--- src/rtl/physeq_pkg.sv ---
package physeq_pkg;

  localparam int REG_PORT  = 'h00;
  localparam int REG_PCTL  = 'h04;
  localparam int REG_STAT  = 'h08;
  localparam int REG_ALGN0 = 'h0C;
  localparam int REG_ALGN1 = 'h1C;
  localparam int REG_SQ1   = 'h24;
  localparam int REG_SQ2   = 'h28;

  localparam logic [31:0] STAT_READY = 32'hC000_0000;

  // polarity flag positions for ports 0,1,2 (not contiguous)
  localparam int ACT_POS [3] = '{3, 1, 6};
  localparam int SEL_BASE = 8;

  typedef enum logic [3:0] {
    OP_NONE, OP_EN, OP_PLL, OP_SQ1, OP_SQ2, OP_STAT,
    OP_RST, OP_PORT, OP_ALGN0, OP_ALGN1, OP_OFF
  } busOp_e;

  typedef struct packed {
    busOp_e op;
    logic   cntUp;
    logic   cntDown;
    logic   tickRun;
    logic   pollClr;
    logic   pollStep;
  } seqCtl_t;

endpackage

--- src/rtl/physeq_dp.sv ---
module physeq_dp
  import physeq_pkg::*;
#(
  parameter int CLK_PER_US = 8,
  parameter int POLL_US    = 10,
  parameter int MAX_POLLS  = 1024,
  parameter int COUNT_W    = 4,
  parameter int ADDR_W     = 8,
  parameter int DATA_W     = 32
) (
  input  logic              clk,
  input  logic              rstN,
  input  seqCtl_t           ctl,
  input  logic              cfgFerrite,
  input  logic              cfgPort1Func,
  input  logic              cfgPencHigh,
  input  logic [2:0]        cfgOvcSel,
  input  logic [2:0]        cfgOvcActHigh,
  input  logic [DATA_W-1:0] busRdata,
  output logic [ADDR_W-1:0] busAddr,
  output logic [DATA_W-1:0] busWdata,
  output logic              busWr,
  output logic              busRd,
  output logic              cntZero,
  output logic              cntOne,
  output logic              tickDone,
  output logic              pollLast,
  output logic              statOk
);

  localparam int TICK_CYC = CLK_PER_US * POLL_US;
  localparam int TICK_W   = $clog2(TICK_CYC + 1);
  localparam int POLL_W   = $clog2(MAX_POLLS + 1);

  logic [COUNT_W-1:0] useCnt;
  logic [TICK_W-1:0]  tickCnt;
  logic [POLL_W-1:0]  pollCnt;
  logic [DATA_W-1:0]  portWord;
  logic               cntFull;

  assign cntZero  = (useCnt == '0);
  assign cntOne   = (useCnt == COUNT_W'(1));
  assign cntFull  = (useCnt == '1);
  assign tickDone = (tickCnt == TICK_W'(TICK_CYC - 1));
  assign pollLast = (pollCnt == POLL_W'(MAX_POLLS - 1));
  assign statOk   = (busRdata == DATA_W'(STAT_READY));

  always_ff @(posedge clk or negedge rstN) begin
    if (!rstN) begin
      useCnt  <= '0;
      tickCnt <= '0;
      pollCnt <= '0;
    end else begin
      if (ctl.cntUp && !cntFull)          useCnt <= useCnt + 1'b1;
      else if (ctl.cntDown && !cntZero)   useCnt <= useCnt - 1'b1;
      tickCnt <= ctl.tickRun ? tickCnt + 1'b1 : '0;
      if (ctl.pollClr)                    pollCnt <= '0;
      else if (ctl.pollStep)              pollCnt <= pollCnt + 1'b1;
    end
  end

  always_comb begin
    portWord    = '0;
    portWord[0] = cfgPort1Func;
    portWord[4] = cfgPencHigh;
    for (int p = 0; p < 3; p++) begin
      portWord[SEL_BASE + p] = cfgOvcSel[p];
      portWord[ACT_POS[p]]   = cfgOvcActHigh[p];
    end
  end

  always_comb begin
    busAddr  = '0;
    busWdata = '0;
    busWr    = 1'b0;
    busRd    = 1'b0;
    unique case (ctl.op)
      OP_EN:    begin busWr = 1'b1; busAddr = ADDR_W'(REG_PCTL); busWdata = DATA_W'(1); end
      OP_PLL:   begin busWr = 1'b1; busAddr = ADDR_W'(REG_PCTL); busWdata = DATA_W'(3); end
      OP_SQ1:   begin busWr = 1'b1; busAddr = ADDR_W'(REG_SQ1);
                      busWdata = cfgFerrite ? DATA_W'('h41) : '0; end
      OP_SQ2:   begin busWr = 1'b1; busAddr = ADDR_W'(REG_SQ2);
                      busWdata = cfgFerrite ? DATA_W'('h0D) : DATA_W'('h07); end
      OP_STAT:  begin busRd = 1'b1; busAddr = ADDR_W'(REG_STAT); end
      OP_RST:   begin busWr = 1'b1; busAddr = ADDR_W'(REG_PCTL); busWdata = DATA_W'(7); end
      OP_PORT:  begin busWr = 1'b1; busAddr = ADDR_W'(REG_PORT); busWdata = portWord; end
      OP_ALGN0: begin busWr = 1'b1; busAddr = ADDR_W'(REG_ALGN0); end
      OP_ALGN1: begin busWr = 1'b1; busAddr = ADDR_W'(REG_ALGN1); end
      OP_OFF:   begin busWr = 1'b1; busAddr = ADDR_W'(REG_PCTL); end
      default:  ;
    endcase
  end

endmodule

--- src/rtl/physeq_ctrl.sv ---
module physeq_ctrl
  import physeq_pkg::*;
(
  input  logic    clk,
  input  logic    rstN,
  input  logic    initReq,
  input  logic    shutReq,
  input  logic    cfgSqBank,
  input  logic    busReady,
  input  logic    cntZero,
  input  logic    cntOne,
  input  logic    tickDone,
  input  logic    pollLast,
  input  logic    statOk,
  output seqCtl_t ctl,
  output logic    busy,
  output logic    done,
  output logic    err
);

  typedef enum logic [3:0] {
    S_IDLE, S_EN, S_PLL, S_SQ1, S_SQ2, S_WAIT, S_POLL,
    S_RST, S_PORT, S_ALGN0, S_ALGN1, S_OFF, S_FIN
  } state_e;

  state_e state, stateNext;
  logic   errQ;
  logic   timeout;

  assign busy    = (state != S_IDLE);
  assign done    = (state == S_FIN);
  assign err     = errQ;
  assign timeout = (state == S_POLL) && busReady && !statOk && pollLast;

  always_ff @(posedge clk or negedge rstN) begin
    if (!rstN) begin
      state <= S_IDLE;
      errQ  <= 1'b0;
    end else begin
      state <= stateNext;
      if (state == S_IDLE && (initReq || shutReq)) errQ <= 1'b0;
      else if (timeout)                             errQ <= 1'b1;
    end
  end

  always_comb begin
    ctl       = '0;
    ctl.op    = OP_NONE;
    stateNext = state;
    unique case (state)
      S_IDLE: begin
        ctl.pollClr = 1'b1;
        if (initReq) begin
          ctl.cntUp = 1'b1;
          stateNext = cntZero ? S_EN : S_FIN;
        end else if (shutReq) begin
          ctl.cntDown = 1'b1;
          stateNext   = cntOne ? S_OFF : S_FIN;
        end
      end
      S_EN:    begin ctl.op = OP_EN;  if (busReady) stateNext = S_PLL; end
      S_PLL:   begin ctl.op = OP_PLL; if (busReady) stateNext = cfgSqBank ? S_SQ1 : S_WAIT; end
      S_SQ1:   begin ctl.op = OP_SQ1; if (busReady) stateNext = S_SQ2; end
      S_SQ2:   begin ctl.op = OP_SQ2; if (busReady) stateNext = S_WAIT; end
      S_WAIT:  begin ctl.tickRun = 1'b1; if (tickDone) stateNext = S_POLL; end
      S_POLL: begin
        ctl.op = OP_STAT;
        if (busReady) begin
          if (statOk)        stateNext = S_RST;
          else if (pollLast) stateNext = S_FIN;
          else begin
            ctl.pollStep = 1'b1;
            stateNext    = S_WAIT;
          end
        end
      end
      S_RST:   begin ctl.op = OP_RST;   if (busReady) stateNext = S_PORT; end
      S_PORT:  begin ctl.op = OP_PORT;  if (busReady) stateNext = S_ALGN0; end
      S_ALGN0: begin ctl.op = OP_ALGN0; if (busReady) stateNext = S_ALGN1; end
      S_ALGN1: begin ctl.op = OP_ALGN1; if (busReady) stateNext = S_FIN; end
      S_OFF:   begin ctl.op = OP_OFF;   if (busReady) stateNext = S_FIN; end
      S_FIN:   stateNext = S_IDLE;
      default: stateNext = S_IDLE;
    endcase
  end

endmodule

--- src/rtl/phy_bringup_seq.sv ---
module phy_bringup_seq
  import physeq_pkg::*;
#(
  parameter int CLK_PER_US = 8,
  parameter int POLL_US    = 10,
  parameter int MAX_POLLS  = 1024,
  parameter int COUNT_W    = 4,
  parameter int ADDR_W     = 8,
  parameter int DATA_W     = 32
) (
  input  logic              clk,
  input  logic              rstN,
  input  logic              initReq,
  input  logic              shutReq,
  input  logic              cfgSqBank,
  input  logic              cfgFerrite,
  input  logic              cfgPort1Func,
  input  logic              cfgPencHigh,
  input  logic [2:0]        cfgOvcSel,
  input  logic [2:0]        cfgOvcActHigh,
  output logic [ADDR_W-1:0] busAddr,
  output logic [DATA_W-1:0] busWdata,
  output logic              busWr,
  output logic              busRd,
  input  logic [DATA_W-1:0] busRdata,
  input  logic              busReady,
  output logic              busy,
  output logic              done,
  output logic              err
);

  seqCtl_t ctl;
  logic cntZero, cntOne, tickDone, pollLast, statOk;

  physeq_ctrl u_ctrl (
    .clk(clk), .rstN(rstN), .initReq(initReq), .shutReq(shutReq),
    .cfgSqBank(cfgSqBank), .busReady(busReady), .cntZero(cntZero),
    .cntOne(cntOne), .tickDone(tickDone), .pollLast(pollLast),
    .statOk(statOk), .ctl(ctl), .busy(busy), .done(done), .err(err)
  );

  physeq_dp #(
    .CLK_PER_US(CLK_PER_US), .POLL_US(POLL_US), .MAX_POLLS(MAX_POLLS),
    .COUNT_W(COUNT_W), .ADDR_W(ADDR_W), .DATA_W(DATA_W)
  ) u_dp (
    .clk(clk), .rstN(rstN), .ctl(ctl), .cfgFerrite(cfgFerrite),
    .cfgPort1Func(cfgPort1Func), .cfgPencHigh(cfgPencHigh),
    .cfgOvcSel(cfgOvcSel), .cfgOvcActHigh(cfgOvcActHigh),
    .busRdata(busRdata), .busAddr(busAddr), .busWdata(busWdata),
    .busWr(busWr), .busRd(busRd), .cntZero(cntZero), .cntOne(cntOne),
    .tickDone(tickDone), .pollLast(pollLast), .statOk(statOk)
  );

endmodule

--- config.mk ---
export PLATFORM = sky130hd
export DESIGN_NAME = phy_bringup_seq
export DESIGN_NICKNAME = d
export VERILOG_FILES = /design/src/rtl/physeq_pkg.sv /design/src/rtl/physeq_dp.sv /design/src/rtl/physeq_ctrl.sv /design/src/rtl/phy_bringup_seq.sv
export SDC_FILE = /design/constraint.sdc
export NUM_CORES = 1
export LEC_CHECK = 0
export BUFFER_PORTS_ARGS = -buffer_cell sky130_fd_sc_hd__clkbuf_2
export CORE_AREA = 8 8 75 77
export DETAILED_ROUTE_END_ITERATION = 8
export DIE_AREA = 0 0 83 85
export GPL_TIMING_DRIVEN = 0
export PLACE_DENSITY = 0.94
export SETUP_SLACK_MARGIN = 0.05
export SLEW_MARGIN = 30
export SYNTH_ARGS = -nofsm -noshare
export SYNTH_HDL_FRONTEND = slang
export SYNTH_SLANG_ARGS = --single-unit
--- constraint.sdc ---
create_clock -name clk -period 5.05 [get_ports clk]
set_input_delay 0 -clock clk [delete_from_list [all_inputs] [get_ports clk]]
set_output_delay 0 -clock clk [all_outputs]
set_load 0.01 [all_outputs]
; Word-level counts from Yosys, hierarchy flattened
; Cells that the tools add are included.
[classes]
eq_ne = 38
reduce_logical = 20
muxes = 42
add_sub_neg = 4
[op_table]
columns = op, n
row1 = $pmux W32 S6, 1
row2 = $mux W4, 18
row3 = $pmux W4 S11, 1
row4 = $pmux W4 S10, 1
row5 = $eq A4 B4 Y1 const B, 9
row6 = $pmux W6 S6, 1
row7 = $eq A32 B32 Y1 const B, 1
row8 = $eq A4 B3 Y1 const B, 8
row9 = $mux W11, 2
row10 = $ne A2 B2 Y1 const B, 9
row11 = $eq A4 B2 Y1 const B, 4
row12 = $mux W7, 2
row13 = $mux W1, 13
row14 = $eq A4 B1 Y1 const B, 3
row15 = $add A11 B1 Y11 const B, 1
row16 = $eq A11 B10 Y1 const B, 1
row17 = $reduce_and A11 Y1, 1
row18 = $reduce_or A9 Y1, 1
row19 = $logic_not A4 Y1, 2
row20 = $add A7 B1 Y7 const B, 1
row21 = $eq A7 B7 Y1 const B, 1
row22 = $logic_and A1 B1 Y1, 6
row23 = $mux W3, 2
row24 = $reduce_bool A2 Y1, 3
row25 = 10 further kinds, 12
[totals]
regBits = 27

; Depth between registers and ports, before layout
[depth]
depth_word = 7
mapped_depth = 8
depth_no_buf = 7

; Hierarchy
; A second synthesis with hierarchy kept.
[hier_totals]
cells_unflattened = 275
area_unflattened_um2 = 2235.9
[modules_own_cells]
columns = mod, area_per_inst_um2, seq_area_each_um2, cells_each, n_inst
row1 = physeq_dp, 1685.4, 550.5, 201, 1
row2 = physeq_ctrl, 550.5, 125.1, 74, 1

; Worst setup path before layout
; OpenSTA, ideal clock, no wires.
[synth_timing]
path_kind = reg-to-reg
from = reg u_dp.pollCnt[0]
to = reg u_ctrl.state[0]
stages_incl_launch_ff = 8
slack_ps = 3451
synth_period_minus_slack_ps = 1599
setup_time_ps = 128
t_arrival_ps = 1471
path_cell_list = dfrtp_1 -> ha_1 -> nand2_1 -> nor4_4 -> buf_6 -> nand3_1 -> a2bb2oi_1 -> o22ai_1
[synth_via]
elab_chain_cells = 5
[synth_rtl]
columns = element, line_no
row1 = "start, declared", physeq_dp.sv:37  ; logic [POLL_W-1:0] pollCnt;
row2 = "start signal, assigned", physeq_dp.sv:58  ; else if (ctl.pollStep) pollCnt <= pollCnt + 1'b1;
row3 = $eq A11 B10 Y1, physeq_dp.sv:45  ; assign pollLast = (pollCnt == POLL_W'(MAX_POLLS - 1));
row4 = $mux W4, physeq_ctrl.sv:70  ; else if (pollLast) stateNext = S_FIN;
row5 = $mux W4, physeq_ctrl.sv:69  ; if (statOk) stateNext = S_RST;
row6 = $mux W4, physeq_ctrl.sv:68  ; if (busReady) begin
row7 = $pmux W4 S11, physeq_ctrl.sv:50  ; unique case (state)
row8 = "end signal, assigned", physeq_ctrl.sv:40  ; state <= stateNext;
row9 = "end, declared", physeq_ctrl.sv:26  ; state_e state, stateNext;
; No other way between the ends. The select of a mux whose other input is x is not followed.
; A chain may end at the register's enable or synchronous reset.

; Final worst setup path
[layout_timing]
from = reg u_ctrl.state[3]
to = out busAddr[3]
[layout_via]
elab_chain_cells = 5
[layout_rtl]
columns = element, line_no
row1 = $eq A4 B4 Y1 (tied with other cells), physeq_ctrl.sv:50
row2 = $pmux W4 S10 *, physeq_ctrl.sv:50
row3 = $eq A4 B1 Y1 (tied with other cells), physeq_dp.sv:77  ; unique case (ctl.op)
row4 = $reduce_or A4 Y1 (no line), --
row5 = $pmux W6 S6 *, physeq_dp.sv:77
row6 = "end, declared", phy_bringup_seq.sv:21  ; output logic [ADDR_W-1:0] busAddr,
; Mark *: on every way between the ends. The rest lies on a longest branch, timed or not.

==> impl_metrics.env <==
export IMPL_status="completed"
export IMPL_vias_per_cell=5.29
export IMPL_cp_end_kind="primary output"
export IMPL_slew_headroom_pct=55.9
export IMPL_num_io_pins=92
export IMPL_ant_nets=0
export IMPL_worstPathRequired_ns=5.05
export IMPL_globalRoute_totalOverflow=0
export IMPL_hold_violations=0
export IMPL_grt_max_degree=28
export IMPL_avgSynthCellArea_sq_um=8.43
export IMPL_core_area_sq_um=4540
export IMPL_firstDrtPassIters=4
export IMPL_ir_drop_mv=0.215
export IMPL_setup_viol=0
export IMPL_dieWidth_um=83
export IMPL_fin_worst_skew_ns=0.00418
export IMPL_drv_slew=0
export IMPL_dpl_cell_area_sq_um=2690
export IMPL_critPathMaxFanout=10
export IMPL_fin_crit_sh_pct=39.2
export IMPL_antenna_cells=0
export IMPL_synth_seq_cells=27
export IMPL_layout_nets=410
export IMPL_cp_arrival_ns=1.98
export IMPL_synthArstFlopShare_pct=100
export IMPL_rsz0062_at_grt="false"
export IMPL_netlist_cell_type_count=61
export IMPL_yosys_warnings=0
export IMPL_vias=2176
export IMPL_tightestPinTransition_ns=0.662
export IMPL_wirelength_mm=5.67
export IMPL_cts_root_buf="clkbuf_8"
export IMPL_initial_core_util_pct=48.7
export IMPL_hold_class="in -> reg"
export IMPL_grt_pass1_vias=2222
export IMPL_grt_pass1_wl_mm=9.91
export IMPL_area_delta_synth_final_pct=24.7
export IMPL_yosysSeqAreaShare_pct=30.6
export IMPL_drive_gt1_share_pct=33.1
export IMPL_startpoint_type="flop"
export IMPL_p_per_area_nw_per_um2=401
export IMPL_cts_tree="built"
export IMPL_place_congestion=0.926
export IMPL_port_buffers=64
export IMPL_die_h_um=85
export IMPL_synth_cells=262
export IMPL_cts_buffers=3
export IMPL_setup_tns_ns=0
export IMPL_wl_per_cell_um=13.8
export IMPL_leakagePower_nw=1.36
export IMPL_clk_path_buf_depth=2
export IMPL_drv_cap=0
export IMPL_antenna_found_initial=0
export IMPL_dominantRegCellSynth="dfrtp_1"
export IMPL_netlist_area_sq_um=2210
export IMPL_layout_min_cycle_time_ns=1.98
export IMPL_crit_type="reg -> out"
export IMPL_drt_iter0_markers=177
export IMPL_holdWs_ns=0.0546
export IMPL_max_freq_mhz=505
export IMPL_die_area_sq_um=7060
export IMPL_htree_levels=1
export IMPL_clk_pin_slew_ns=0.10
export IMPL_clk_latency_ns=0.28
export IMPL_design_area_sq_um=2750
export IMPL_numClockSinks=27
export IMPL_place_hpwl_mm=4.68
export IMPL_synth_edff_count=0
export IMPL_grt_total_usage_pct=16.1
export IMPL_rows=25
export IMPL_drc=0
==> placed cells by master (no fill, tap or decap), types with 3 or more instances in the layout <==
cell type  synthesis  layout
o21ai_0           11      11
and3_1             4       4
nor4_1             8       8
o22ai_1            3       3
nor2b_1            3       3
clkbuf_8           0       3
a21oi_1           12      12
nor3_1             7       7
nor2_1            16      16
or2_2              4       4
buf_4             30      30
buf_2              3       3
nand2_1           20      20
nand3_1           14      14
nand4_1            4       4
mux2i_1            5       5
xnor2_1            5       5
and2_1             5       5
xor2_1             4       4
dfrtp_1           27      27
or3_1              3       3
o31ai_1            5       5
clkbuf_2           0      64
nand2b_1           4       4
inv_1             10      10
clkbuf_1           4       4
conb_1             1      27
ha_1               5       5
==> synthesized netlist by cell type (2+ instances only) <==
master	instances	area share, %
nand3_1	14	3.2
ha_1	5	2.8
inv_1	10	1.7
o21ai_0	11	2.5
o311ai_0	2	0.79
buf_4	30	10
buf_2	3	0.68
or2_2	4	1.1
mux2i_1	5	2.3
buf_1	2	0.34
nor4_1	8	2.3
o32ai_1	2	0.79
and2_1	5	1.4
nor2b_1	3	0.85
o22ai_1	3	0.85
or3_1	3	0.85
o31ai_1	5	1.7
a32oi_1	2	0.79
dfrtp_1	27	31
and3_1	4	1.1
nor4b_1	2	0.79
a31oi_1	2	0.57
nand4_1	4	1.1
clkbuf_1	4	0.68
xnor2_1	5	2.0
a21oi_1	12	2.7
nand2_1	20	3.4
nand2b_1	4	1.1
a22oi_1	2	0.68
o21a_1	2	0.68
nor3_1	7	1.6
nor2_1	16	2.7
buf_6	2	1.0
or4_1	2	0.68
xor2_1	4	1.6
==> flip-flops by register name, indices dropped and copies added, names as in the netlist <==
name          count
u_ctrl.err        1
u_dp.tickCnt      7
u_dp.useCnt       4
u_ctrl.state      4
u_dp.pollCnt     11
==> layer usage <==
| metal | wire, um | global-route usage, % | vias to the layer above |
|---|---|---|---|
| met5 | 0 | 0 | - |
| li1 | - | - | 1084 |
| met2 | 2810 | 28.4 | 93 |
| met1 | 2340 | 17.5 | 995 |
| met3 | 462 | 5.46 | 4 |
| met4 | 59 | 5.27 | 0 |
==> metrics by stage <==
stage               utilization (%)  total power, mW  instances  worst slack (ns)
floorplan                         -            0.793        288              3.45
global placement               59.4            0.949        406              3.27
detailed placement             59.4            0.972        406              3.25
CTS                            60.7             1.10        411              3.09
global route                   60.7             1.20        411              2.86
finish                         60.7             1.10        411              3.07
==> worst max-delay path, stage by stage, from the launching register on <==
cell	delay, ns
dfrtp_1	0.33
buf_2	0.23
clkbuf_1	0.35
inv_1	0.17
nor2_1	0.21
a21oi_1	0.10
o21ai_0	0.16
clkbuf_2	0.16
==> timing repair <==
action,in CTS,in global routing
hold buffers,1,0
gates resized for setup,0,0
hold endpoints to repair,27,0
endpoints found under the setup margin,0,0
buffers inserted,0,0
==> worst paths after layout <==
path,startpoint,to,slack (ns),cells past startpoint
max,u_ctrl.state[3],busAddr[3],3.07,7
min,busReady,u_ctrl.state[3],0.05,2
max reg2reg,u_ctrl.state[3],u_dp.pollCnt[4],3.20,8
min reg2reg,u_dp.tickCnt[0],u_dp.tickCnt[0],0.48,1
max in group asynchronous,rstN,u_ctrl.state[2],4.36,2
min in group asynchronous,rstN,u_dp.pollCnt[9],0.27,2
==> power breakdown <==
| part | internal [mW] | leakage [nW] | total, mW | switching, mW |
|---|---|---|---|---|
| Sequential | 0.264 | 0.359 | 0.305 | 0.0414 |
| Clock | 0.0581 | 0.0261 | 0.133 | 0.0747 |
| Combinational | 0.280 | 0.977 | 0.665 | 0.386 |
| Total | 0.602 | 1.36 | 1.10 | 0.502 |
==> cells by family (layout without fill, tap and decap cells) <==
kind of cell | after synthesis | in the layout | share of synthesized area (%)
flip-flops | 27 | 27 | 30.6
multiplexers | 6 | 6 | 2.78
other | 1 | 27 | 0.170
AND/OR/NAND/NOR | 106 | 106 | 27.4
buffers and inverters | 53 | 122 | 15.2
AO/OA/AOI/OAI | 55 | 55 | 17.5
XOR/XNOR | 9 | 9 | 3.57
adder cells (fa/ha/maj) | 5 | 5 | 2.83
==> area by class of cell <==
cell class | count | area [sq um]
plain buffers | 41 | 285
clock buffers | 3 | 41.3
flip-flops and latches | 27 | 676
inverters | 12 | 50.0
multi-input cells | 208 | 1290
repair buffers | 65 | 330
clock inverters | 1 | 8.76
well taps | 54 | 67.6
fillers | 393 | 1780
Power figures use the tool's default switching activity.
